--- src/rtl/fstk_pkg.sv ---
package fstk_pkg;

   localparam int unsigned CC0_BIT  = 8;
   localparam int unsigned CC1_BIT  = 9;
   localparam int unsigned CC2_BIT  = 10;
   localparam int unsigned CC3_BIT  = 14;
   localparam int unsigned TOPF_LSB = 11;
   localparam int unsigned TOPF_W   = 3;

   localparam logic [15:0] SW_KEEP_MASK = 16'hC7FF;
   localparam logic [15:0] SW_CLEX_MASK = 16'hFF00;
   localparam logic [15:0] CW_DEFAULT   = 16'h037F;

   typedef logic [1:0] tag_t;
   localparam tag_t TAG_VALID = 2'd0;
   localparam tag_t TAG_EMPTY = 2'd3;

   typedef enum logic [3:0] {
      OP_NOP   = 4'd0,
      OP_INIT  = 4'd1,
      OP_PUSH  = 4'd2,
      OP_POP   = 4'd3,
      OP_FREE  = 4'd4,
      OP_FREEP = 4'd5,
      OP_XCHG  = 4'd6,
      OP_INCP  = 4'd7,
      OP_DECP  = 4'd8,
      OP_CLEX  = 4'd9,
      OP_EXAM  = 4'd10,
      OP_TEST  = 4'd11,
      OP_LDCW  = 4'd12,
      OP_RDSW  = 4'd13
   } fop_e;

   typedef struct packed {
      logic init;
      logic push;
      logic pop;
      logic free_only;
      logic free_pop;
      logic xchg;
      logic incp;
      logic decp;
      logic clex;
      logic exam;
      logic test;
      logic ldcw;
      logic rdsw;
   } fctl_t;

endpackage

--- src/rtl/fstk_topptr.sv ---
module fstk_topptr
   import fstk_pkg::*;
#(
   parameter int unsigned DEPTH = 8,
   parameter int unsigned PTR_W = $clog2(DEPTH)
) (
   input  logic             clk,
   input  logic             rst_n,
   input  fctl_t            ctl,
   input  logic [PTR_W-1:0] cmd_idx,
   input  logic [PTR_W-1:0] rd_idx,
   output logic [PTR_W-1:0] top_q,
   output logic [PTR_W-1:0] slot_cmd,
   output logic [PTR_W-1:0] slot_rd,
   output logic [PTR_W-1:0] slot_new
);

   localparam logic [PTR_W-1:0] STEP = PTR_W'(1);

   logic step_down;
   logic step_up;

   assign step_down = ctl.push | ctl.decp;
   assign step_up   = ctl.pop | ctl.free_pop | ctl.incp;

   // Pointer width equals log2(DEPTH), so plain add/sub wraps modulo DEPTH.
   assign slot_cmd = top_q + cmd_idx;
   assign slot_rd  = top_q + rd_idx;
   assign slot_new = top_q - STEP;

   always_ff @(posedge clk or negedge rst_n) begin
      if (!rst_n) begin
         top_q <= '0;
      end else if (ctl.init) begin
         top_q <= '0;
      end else if (step_down) begin
         top_q <= top_q - STEP;
      end else if (step_up) begin
         top_q <= top_q + STEP;
      end
   end

endmodule

--- src/rtl/fstk_slotfile.sv ---
module fstk_slotfile
   import fstk_pkg::*;
#(
   parameter int unsigned DEPTH = 8,
   parameter int unsigned PTR_W = $clog2(DEPTH),
   parameter int unsigned VAL_W = 64
) (
   input  logic             clk,
   input  logic             rst_n,
   input  fctl_t            ctl,
   input  logic [PTR_W-1:0] top,
   input  logic [PTR_W-1:0] slot_cmd,
   input  logic [PTR_W-1:0] slot_new,
   input  logic [PTR_W-1:0] slot_rd,
   input  logic [VAL_W-1:0] wr_val,
   output logic [VAL_W-1:0] rd_val,
   output tag_t             rd_tag,
   output logic [VAL_W-1:0] top_val,
   output tag_t             top_tag
);

   tag_t             tag_q [DEPTH];
   logic [VAL_W-1:0] val_q [DEPTH];

   logic [DEPTH-1:0] hit_new;
   logic [DEPTH-1:0] hit_top;
   logic [DEPTH-1:0] hit_cmd;
   logic [DEPTH-1:0] kill;

   logic free_any;
   logic pop_any;

   assign free_any = ctl.free_only | ctl.free_pop;
   assign pop_any  = ctl.pop | ctl.free_pop;

   // One set of slot-select decoders per physical slot.
   for (genvar g = 0; g < DEPTH; g++) begin : g_slot_sel
      assign hit_new[g] = (slot_new == PTR_W'(g));
      assign hit_top[g] = (top == PTR_W'(g));
      assign hit_cmd[g] = (slot_cmd == PTR_W'(g));
      assign kill[g]    = (free_any & hit_cmd[g]) | (pop_any & hit_top[g]);
   end

   always_ff @(posedge clk or negedge rst_n) begin
      if (!rst_n) begin
         for (int s = 0; s < DEPTH; s++) begin
            tag_q[s] <= TAG_EMPTY;
            val_q[s] <= '0;
         end
      end else begin
         for (int s = 0; s < DEPTH; s++) begin
            if (ctl.init) begin
               tag_q[s] <= TAG_EMPTY;
            end else if (ctl.push && hit_new[s]) begin
               tag_q[s] <= TAG_VALID;
               val_q[s] <= wr_val;
            end else if (ctl.xchg && hit_top[s]) begin
               tag_q[s] <= tag_q[slot_cmd];
               val_q[s] <= val_q[slot_cmd];
            end else if (ctl.xchg && hit_cmd[s]) begin
               tag_q[s] <= tag_q[top];
               val_q[s] <= val_q[top];
            end else if (kill[s]) begin
               tag_q[s] <= TAG_EMPTY;
            end
         end
      end
   end

   assign rd_val  = val_q[slot_rd];
   assign rd_tag  = tag_q[slot_rd];
   assign top_val = val_q[top];
   assign top_tag = tag_q[top];

endmodule

--- src/rtl/fstk_ctrlstat.sv ---
module fstk_ctrlstat
   import fstk_pkg::*;
#(
   parameter int unsigned VAL_W       = 64,
   parameter int unsigned PTR_W       = 3,
   parameter bit          SW_SNAPSHOT = 1'b1
) (
   input  logic             clk,
   input  logic             rst_n,
   input  fctl_t            ctl,
   input  logic [15:0]      ld_word,
   input  logic [PTR_W-1:0] top,
   input  logic [VAL_W-1:0] top_val,
   input  tag_t             top_tag,
   output logic [15:0]      control_word,
   output logic [1:0]       round_mode,
   output logic [15:0]      status_live,
   output logic [15:0]      status_capture
);

   logic [15:0]       cw_q;
   logic [15:0]       sw_q;
   logic [15:0]       sw_next;
   logic [1:0]        rm_q;
   logic [TOPF_W-1:0] top_field;
   logic              is_neg;
   logic              is_zero;
   logic              is_empty;

   assign is_neg    = top_val[VAL_W-1];
   assign is_zero   = ~|top_val[VAL_W-2:0];
   assign is_empty  = (top_tag == TAG_EMPTY);
   assign top_field = TOPF_W'(top);

   always_comb begin
      sw_next = sw_q;
      if (ctl.init) begin
         sw_next = '0;
      end else if (ctl.clex) begin
         sw_next = sw_q & SW_CLEX_MASK;
      end else if (ctl.exam) begin
         sw_next[CC0_BIT] = 1'b0;
         sw_next[CC1_BIT] = 1'b0;
         sw_next[CC2_BIT] = 1'b0;
         sw_next[CC3_BIT] = 1'b0;
         if (is_empty) begin
            sw_next[CC0_BIT] = 1'b1;
            sw_next[CC3_BIT] = 1'b1;
         end else if (is_zero) begin
            sw_next[CC3_BIT] = 1'b1;
         end else begin
            sw_next[CC2_BIT] = 1'b1;
         end
         if (is_neg) begin
            sw_next[CC1_BIT] = 1'b1;
         end
      end else if (ctl.test) begin
         sw_next[CC0_BIT] = 1'b0;
         sw_next[CC2_BIT] = 1'b0;
         sw_next[CC3_BIT] = 1'b0;
         if (is_zero) begin
            sw_next[CC3_BIT] = 1'b1;
         end else if (is_neg) begin
            sw_next[CC0_BIT] = 1'b1;
         end
      end
   end

   always_ff @(posedge clk or negedge rst_n) begin
      if (!rst_n) begin
         cw_q <= CW_DEFAULT;
         rm_q <= CW_DEFAULT[11:10];
         sw_q <= '0;
      end else begin
         sw_q <= sw_next;
         if (ctl.init) begin
            cw_q <= CW_DEFAULT;
            rm_q <= CW_DEFAULT[11:10];
         end else if (ctl.ldcw) begin
            cw_q <= ld_word;
            rm_q <= ld_word[11:10];
         end
      end
   end

   always_comb begin
      status_live = sw_q & SW_KEEP_MASK;
      status_live[TOPF_LSB +: TOPF_W] = top_field;
   end

   if (SW_SNAPSHOT) begin : g_snap_reg
      logic [15:0] cap_q;
      always_ff @(posedge clk or negedge rst_n) begin
         if (!rst_n) begin
            cap_q <= '0;
         end else if (ctl.rdsw) begin
            cap_q <= status_live;
         end
      end
      assign status_capture = cap_q;
   end else begin : g_snap_thru
      assign status_capture = status_live;
   end

   assign control_word = cw_q;
   assign round_mode   = rm_q;

endmodule

--- src/rtl/fstk_regctl.sv ---
module fstk_regctl
   import fstk_pkg::*;
#(
   parameter int unsigned DEPTH       = 8,
   parameter int unsigned VAL_W       = 64,
   parameter bit          SW_SNAPSHOT = 1'b1,
   parameter int unsigned PTR_W       = $clog2(DEPTH)
) (
   input  logic             clk,
   input  logic             rst_n,
   input  logic             cmd_valid,
   input  logic [3:0]       cmd_op,
   input  logic [PTR_W-1:0] cmd_idx,
   input  logic [VAL_W-1:0] cmd_data,
   input  logic [PTR_W-1:0] rd_idx,
   output logic [VAL_W-1:0] rd_value,
   output logic [1:0]       rd_tag,
   output logic [PTR_W-1:0] top_ptr,
   output logic [15:0]      control_word,
   output logic [1:0]       round_mode,
   output logic [15:0]      status_live,
   output logic [15:0]      status_capture
);

   if (DEPTH < 2 || DEPTH > 8 || (DEPTH & (DEPTH - 1)) != 0) begin : g_bad_depth
      $error("fstk_regctl: DEPTH must be a power of two from 2 to 8");
   end
   if (PTR_W != $clog2(DEPTH)) begin : g_bad_ptr
      $error("fstk_regctl: PTR_W must equal clog2(DEPTH)");
   end
   if (VAL_W < 16) begin : g_bad_val
      $error("fstk_regctl: VAL_W must be at least 16");
   end

   fctl_t            ctl;
   logic [PTR_W-1:0] slot_cmd;
   logic [PTR_W-1:0] slot_rd;
   logic [PTR_W-1:0] slot_new;
   logic [VAL_W-1:0] top_val;
   tag_t             top_tag;
   tag_t             rd_tag_w;

   always_comb begin
      ctl = '0;
      if (cmd_valid) begin
         case (cmd_op)
            OP_INIT:  ctl.init      = 1'b1;
            OP_PUSH:  ctl.push      = 1'b1;
            OP_POP:   ctl.pop       = 1'b1;
            OP_FREE:  ctl.free_only = 1'b1;
            OP_FREEP: ctl.free_pop  = 1'b1;
            OP_XCHG:  ctl.xchg      = 1'b1;
            OP_INCP:  ctl.incp      = 1'b1;
            OP_DECP:  ctl.decp      = 1'b1;
            OP_CLEX:  ctl.clex      = 1'b1;
            OP_EXAM:  ctl.exam      = 1'b1;
            OP_TEST:  ctl.test      = 1'b1;
            OP_LDCW:  ctl.ldcw      = 1'b1;
            OP_RDSW:  ctl.rdsw      = 1'b1;
            default:  ctl           = '0;
         endcase
      end
   end

   fstk_topptr #(.DEPTH(DEPTH), .PTR_W(PTR_W)) u_ptr (
      .clk      (clk),
      .rst_n    (rst_n),
      .ctl      (ctl),
      .cmd_idx  (cmd_idx),
      .rd_idx   (rd_idx),
      .top_q    (top_ptr),
      .slot_cmd (slot_cmd),
      .slot_rd  (slot_rd),
      .slot_new (slot_new)
   );

   fstk_slotfile #(.DEPTH(DEPTH), .PTR_W(PTR_W), .VAL_W(VAL_W)) u_slots (
      .clk      (clk),
      .rst_n    (rst_n),
      .ctl      (ctl),
      .top      (top_ptr),
      .slot_cmd (slot_cmd),
      .slot_new (slot_new),
      .slot_rd  (slot_rd),
      .wr_val   (cmd_data),
      .rd_val   (rd_value),
      .rd_tag   (rd_tag_w),
      .top_val  (top_val),
      .top_tag  (top_tag)
   );

   assign rd_tag = rd_tag_w;

   fstk_ctrlstat #(.VAL_W(VAL_W), .PTR_W(PTR_W), .SW_SNAPSHOT(SW_SNAPSHOT)) u_cs (
      .clk            (clk),
      .rst_n          (rst_n),
      .ctl            (ctl),
      .ld_word        (cmd_data[15:0]),
      .top            (top_ptr),
      .top_val        (top_val),
      .top_tag        (top_tag),
      .control_word   (control_word),
      .round_mode     (round_mode),
      .status_live    (status_live),
      .status_capture (status_capture)
   );

endmodule

--- config.mk ---
export PLATFORM = sky130hd
export DESIGN_NAME = fstk_regctl
export DESIGN_NICKNAME = d
export VERILOG_FILES = /design/src/rtl/fstk_pkg.sv /design/src/rtl/fstk_topptr.sv /design/src/rtl/fstk_slotfile.sv /design/src/rtl/fstk_ctrlstat.sv /design/src/rtl/fstk_regctl.sv
export SDC_FILE = /design/constraint.sdc
export NUM_CORES = 2
export LEC_CHECK = 0
export ABC_AREA = 0
export BUFFER_PORTS_ARGS = -buffer_cell sky130_fd_sc_hd__buf_2
export CELL_PAD_IN_SITES_DETAIL_PLACEMENT = 2
export CELL_PAD_IN_SITES_GLOBAL_PLACEMENT = 2
export CORE_MARGIN = 4
export CORE_UTILIZATION = 37
export DETAILED_ROUTE_END_ITERATION = 10
export PLACE_DENSITY_LB_ADDON = 0.1
export SYNTH_ARGS = -nofsm -noshare
export SYNTH_HDL_FRONTEND = slang
export SYNTH_SLANG_ARGS = --single-unit
--- constraint.sdc ---
create_clock -name clk -period 3.4 [get_ports clk]
set_input_delay 0.17 -clock clk [delete_from_list [all_inputs] [get_ports clk]]
set_output_delay 0.17 -clock clk [all_outputs]
set_load 0.01 [all_outputs]
==> results summary <==
The most frequent standard cell in the layout excluding fill and tap cells is nor2_1. For this run, design rule violations remaining after detail routing come to 0. The beginning of the critical path is u_ptr.top_q[1]. The overall power of the completed layout is 68.5 mW. TritonCTS created 75 clock buffers. The die covers roughly 120000 µm². The initial cell density of the core came out at 37.4%. In this run the clock root is driven by a clkbuf_16. The combined area of all synthesized cells came out at roughly 41000 µm². The placeable core region is 109000 µm². For the pin with the worst max-slew slack, the measured transition is ~1200 ps. The maximum number of pins on one net before global-route repair came out at 85. Across the VDD grid, the largest voltage drop is roughly 580 µV. The weighted congestion at the end of routability-driven global placement came out at 0.918.

The ratio of final minimum period to clock period came out at 113%. The number of synthesized flops with an enable pin is 0. The synthesis warning total came out at 0. Counting the fill cells in the layout gives around 11000. The critical register-to-register path endpoint is u_slots.val_q[131]. The clock edge transition at the registers on the reported setup and hold paths came out at 60 ps. The final reports fail on setup timing. The number of nets in the finished design is 4529.

STA classifies the critical path endpoint as a primary output. Leaving out filler cells and counting taps, the final layout contains around 6000. The share of async-settable or async-resettable flops after synthesis came out at 100%.

The clock net in this run drives a total of 558 sinks. Setup repair after global routing could not meet its margin everywhere. The met1 capacity usage during global routing is 48.7%.

The number of maximum-capacitance violations is 0. The portion of the post-synthesis area used by sequential elements came out at 34.2%. The H-tree was split into 3 levels. The flow ran to the end, but the final reports show violations. The length in cells of the worst reg-to-reg path came out at 12. STA puts the critical path data required time at 3230 ps. The floorplan die height came out at 340 µm. The critical path in this run is classified as reg -> out.

The largest clock skew in the final design came out at approximately 32 ps. The synthesized netlist contains 61 unique library cells. The initial antenna violation count is 6.

The total overflow reported by the global router came out at 0. The later pin in the worst-skew pair is clocked with a latency of 680 ps. The number of DRC violations after detailed-routing iteration 0 came out at 5112.

TritonCTS built the clock tree. The detail-routed net length per standard cell came out at between 30 and 40 µm. The leakage power came out at about 21 nW. The number of buffers inserted by port buffering is 177.

The global routing stage identified its most utilized layer as met2. The via density per instance is 7.22. The register-to-register setup slack came out at -220 ps. Among all flip-flop cells after synthesis, the most frequent one is dfrtp_1.

The normalized max-slew margin came out at 17.8%. Setup slack on the critical path of the routed design comes to -435 ps. Along the worst path, the maximum fanout reaches 11.

The hold violation count in the final report was 0. The fraction of final layout cells sized beyond drive strength 1 came out at 33.7%. The number of placed instances, taps included is 5685. The count of standard-cell rows came out at around 120. The worst register-to-register path begins at u_ptr.top_q[1]. The number of pins with negative max-slew slack in the final report came out at 0.

The met3 global-route usage came out at 7.74%. The deepest clock path buffer count came out at 3. The width of the chip came out at 340 µm. During I/O placement, the number of pins put on the boundary was 196. The critical path ends at rd_value[39]. The number of nets with antenna violations after routing is 0. The power per unit of standard cell area came out at 1310 nW/µm². The signal arrival time at the worst endpoint came out at between 3000 and 4000 ps.

Counting flops and latches in the post-synthesis netlist gives 558. The global routing met2 resource utilization is 58.1%. Leaving out fill and tap cells, the most frequent cells in the layout are nor2_1 (822), a21oi_1 (539), dfrtp_1 (530). The detailed placement HPWL is 133 mm. The top achievable clock speed is 261 MHz. The area growth from synthesis to layout is 28.0%.

The mean cell area of the mapped netlist is 9.68 µm². The via total after detailed routing came out at between 40000 and 50000. Along the worst hold path, the cell count comes to 4.

Global routing consumed, over all layers together, 36.8% of the routing resources. In this run the worst hold path is classified as in -> reg. The number of search-and-repair iterations in the first detailed-routing pass came out at 5. Synthesis handed over a netlist of 4222 instances. The startpoint kind of the worst setup timing path is a flop. The final-report setup violation count is 255. The global-route wire length before repair came out at roughly 320 mm. Wires add up to 234 mm.

The final critical delay including setup and external delays is 3840 ps. The number of global-route vias before repair came out at 44500.
[stage by stage]
| step | TNS, ps | util (%) | cell area (µm²) | setup WS, ps | hold slack, ps |
|---|---|---|---|---|---|
| 6_report | -32320 | 47.9 | 52300 | -435 | 83.4 |
| 5_1_grt | -49290 | 47.9 | 52300 | -502 | 96.2 |
| 4_1_cts | -24920 | 45.3 | 49500 | -421 | 68.1 |
| 3_5_place_dp | 0 | 41.4 | 45300 | 11.6 | 248 |
| 3_3_place_gp | 0 | 41.4 | 45300 | 58.3 | 265 |
| 2_1_floorplan | 0 | - | 41000 | 3.91 | -126 |
[cell type report]
class | count | area, µm² | area share [%]
Antenna cell | 7 | 17.5 | 0.0335
Clock buffer | 117 | 2250 | 4.30
Clock inverter | 19 | 309 | 0.591
Inverter | 8 | 32.5 | 0.0622
Multi-Input combinational cell | 3168 | 26700 | 51.0
Sequential cell | 558 | 14000 | 26.8
Tap cell | 1476 | 1850 | 3.53
Timing Repair Buffer | 629 | 7160 | 13.7
[per-layer routing]
layer	routed length, µm	up-vias	part of all wire [%]
met4	14400	0	6.2
met1	90000	23000	38
met5	0	-	0
met3	24100	815	10
met2	106000	2856	45
li1	-	16600	-
[sequential cells by signal (all words and copies together) (netlist names)]
name,count
u_slots.val_q,512
u_slots.tag_q,16
u_cs.control_word,15
u_cs.status_capture,7
u_cs.sw_q,4
u_ptr.top_q,3
u_cs.round_mode,1
[worst max-delay path, stage by stage, from the launching register on]
cell and delay, ps:
dfrtp_4 560, buf_16 200, fa_4 520, xnor2_4 220, xnor2_4 170, buf_6 150, buf_12 160, buf_16 170
mux4_2 330, mux2_4 350, buf_6 140
[report_power, final]
group	total, mW	internal [mW]	switching (mW)
Sequential	13.8	9.69	4.08
Combinational	46.1	22.0	24.1
Clock	8.64	5.08	3.56
Total	68.5	36.8	31.8
[worst min path at each step]
stage | slack, ps | from | endpoint
global route | 100 | cmd_op[3] | u_cs.sw_q[14]
finish | 80 | cmd_op[3] | u_cs.sw_q[8]
global placement | 270 | rst_n | u_slots.val_q[18]
CTS | 70 | cmd_op[3] | u_cs.sw_q[8]
detailed placement | 250 | rst_n | u_slots.val_q[402]
floorplan | -130 | rst_n | u_cs.control_word[11]
[cell families after synthesis]
group,Yosys count,synth area share [%]
simple gates,1275,12.4
flops,558,34.2
fa+ha+maj,12,0.404
xor+xnor,8,0.171
other cells,1,0.00917
mux,606,27.3
buf+inv,513,5.40
compound gates,1249,20.0
[synthesized netlist by cell type (all sizes together), types with 5 or more instances]
library cell	count	area share, %
or3	9	0.14
inv	6	0.055
nand3	30	0.37
a211oi	132	2.4
nor2	869	8.0
nor4	13	0.24
o22ai	12	0.18
xnor2	5	0.11
dfstp	25	1.6
mux4	386	21
clkbuf	351	3.2
a31oi	11	0.17
nor3	12	0.15
or4	6	0.12
buf	154	2.1
a221oi	282	6.0
nand2	282	2.6
a22oi	6	0.11
nand4	15	0.23
and2	11	0.17
and3	6	0.092
o221ai	97	2.1
a311oi	6	0.13
mux2	140	3.9
dfrtp	533	33
mux2i	80	2.2
nor2b	7	0.11
o31ai	8	0.15
a21oi	550	6.8
ha	10	0.31
o21ai	128	1.6
nand2b	8	0.12
[repair_timing]
item                                    CTS  global route
endpoints found under the setup margin   69           247
hold buffers                             68             0
pin swaps                                 6            63
cloned                                    9            30
gates resized for setup                 143           327
setup buffers                             5            42
endpoints found under the hold margin   466             0
Power figures use the tool's default switching activity.
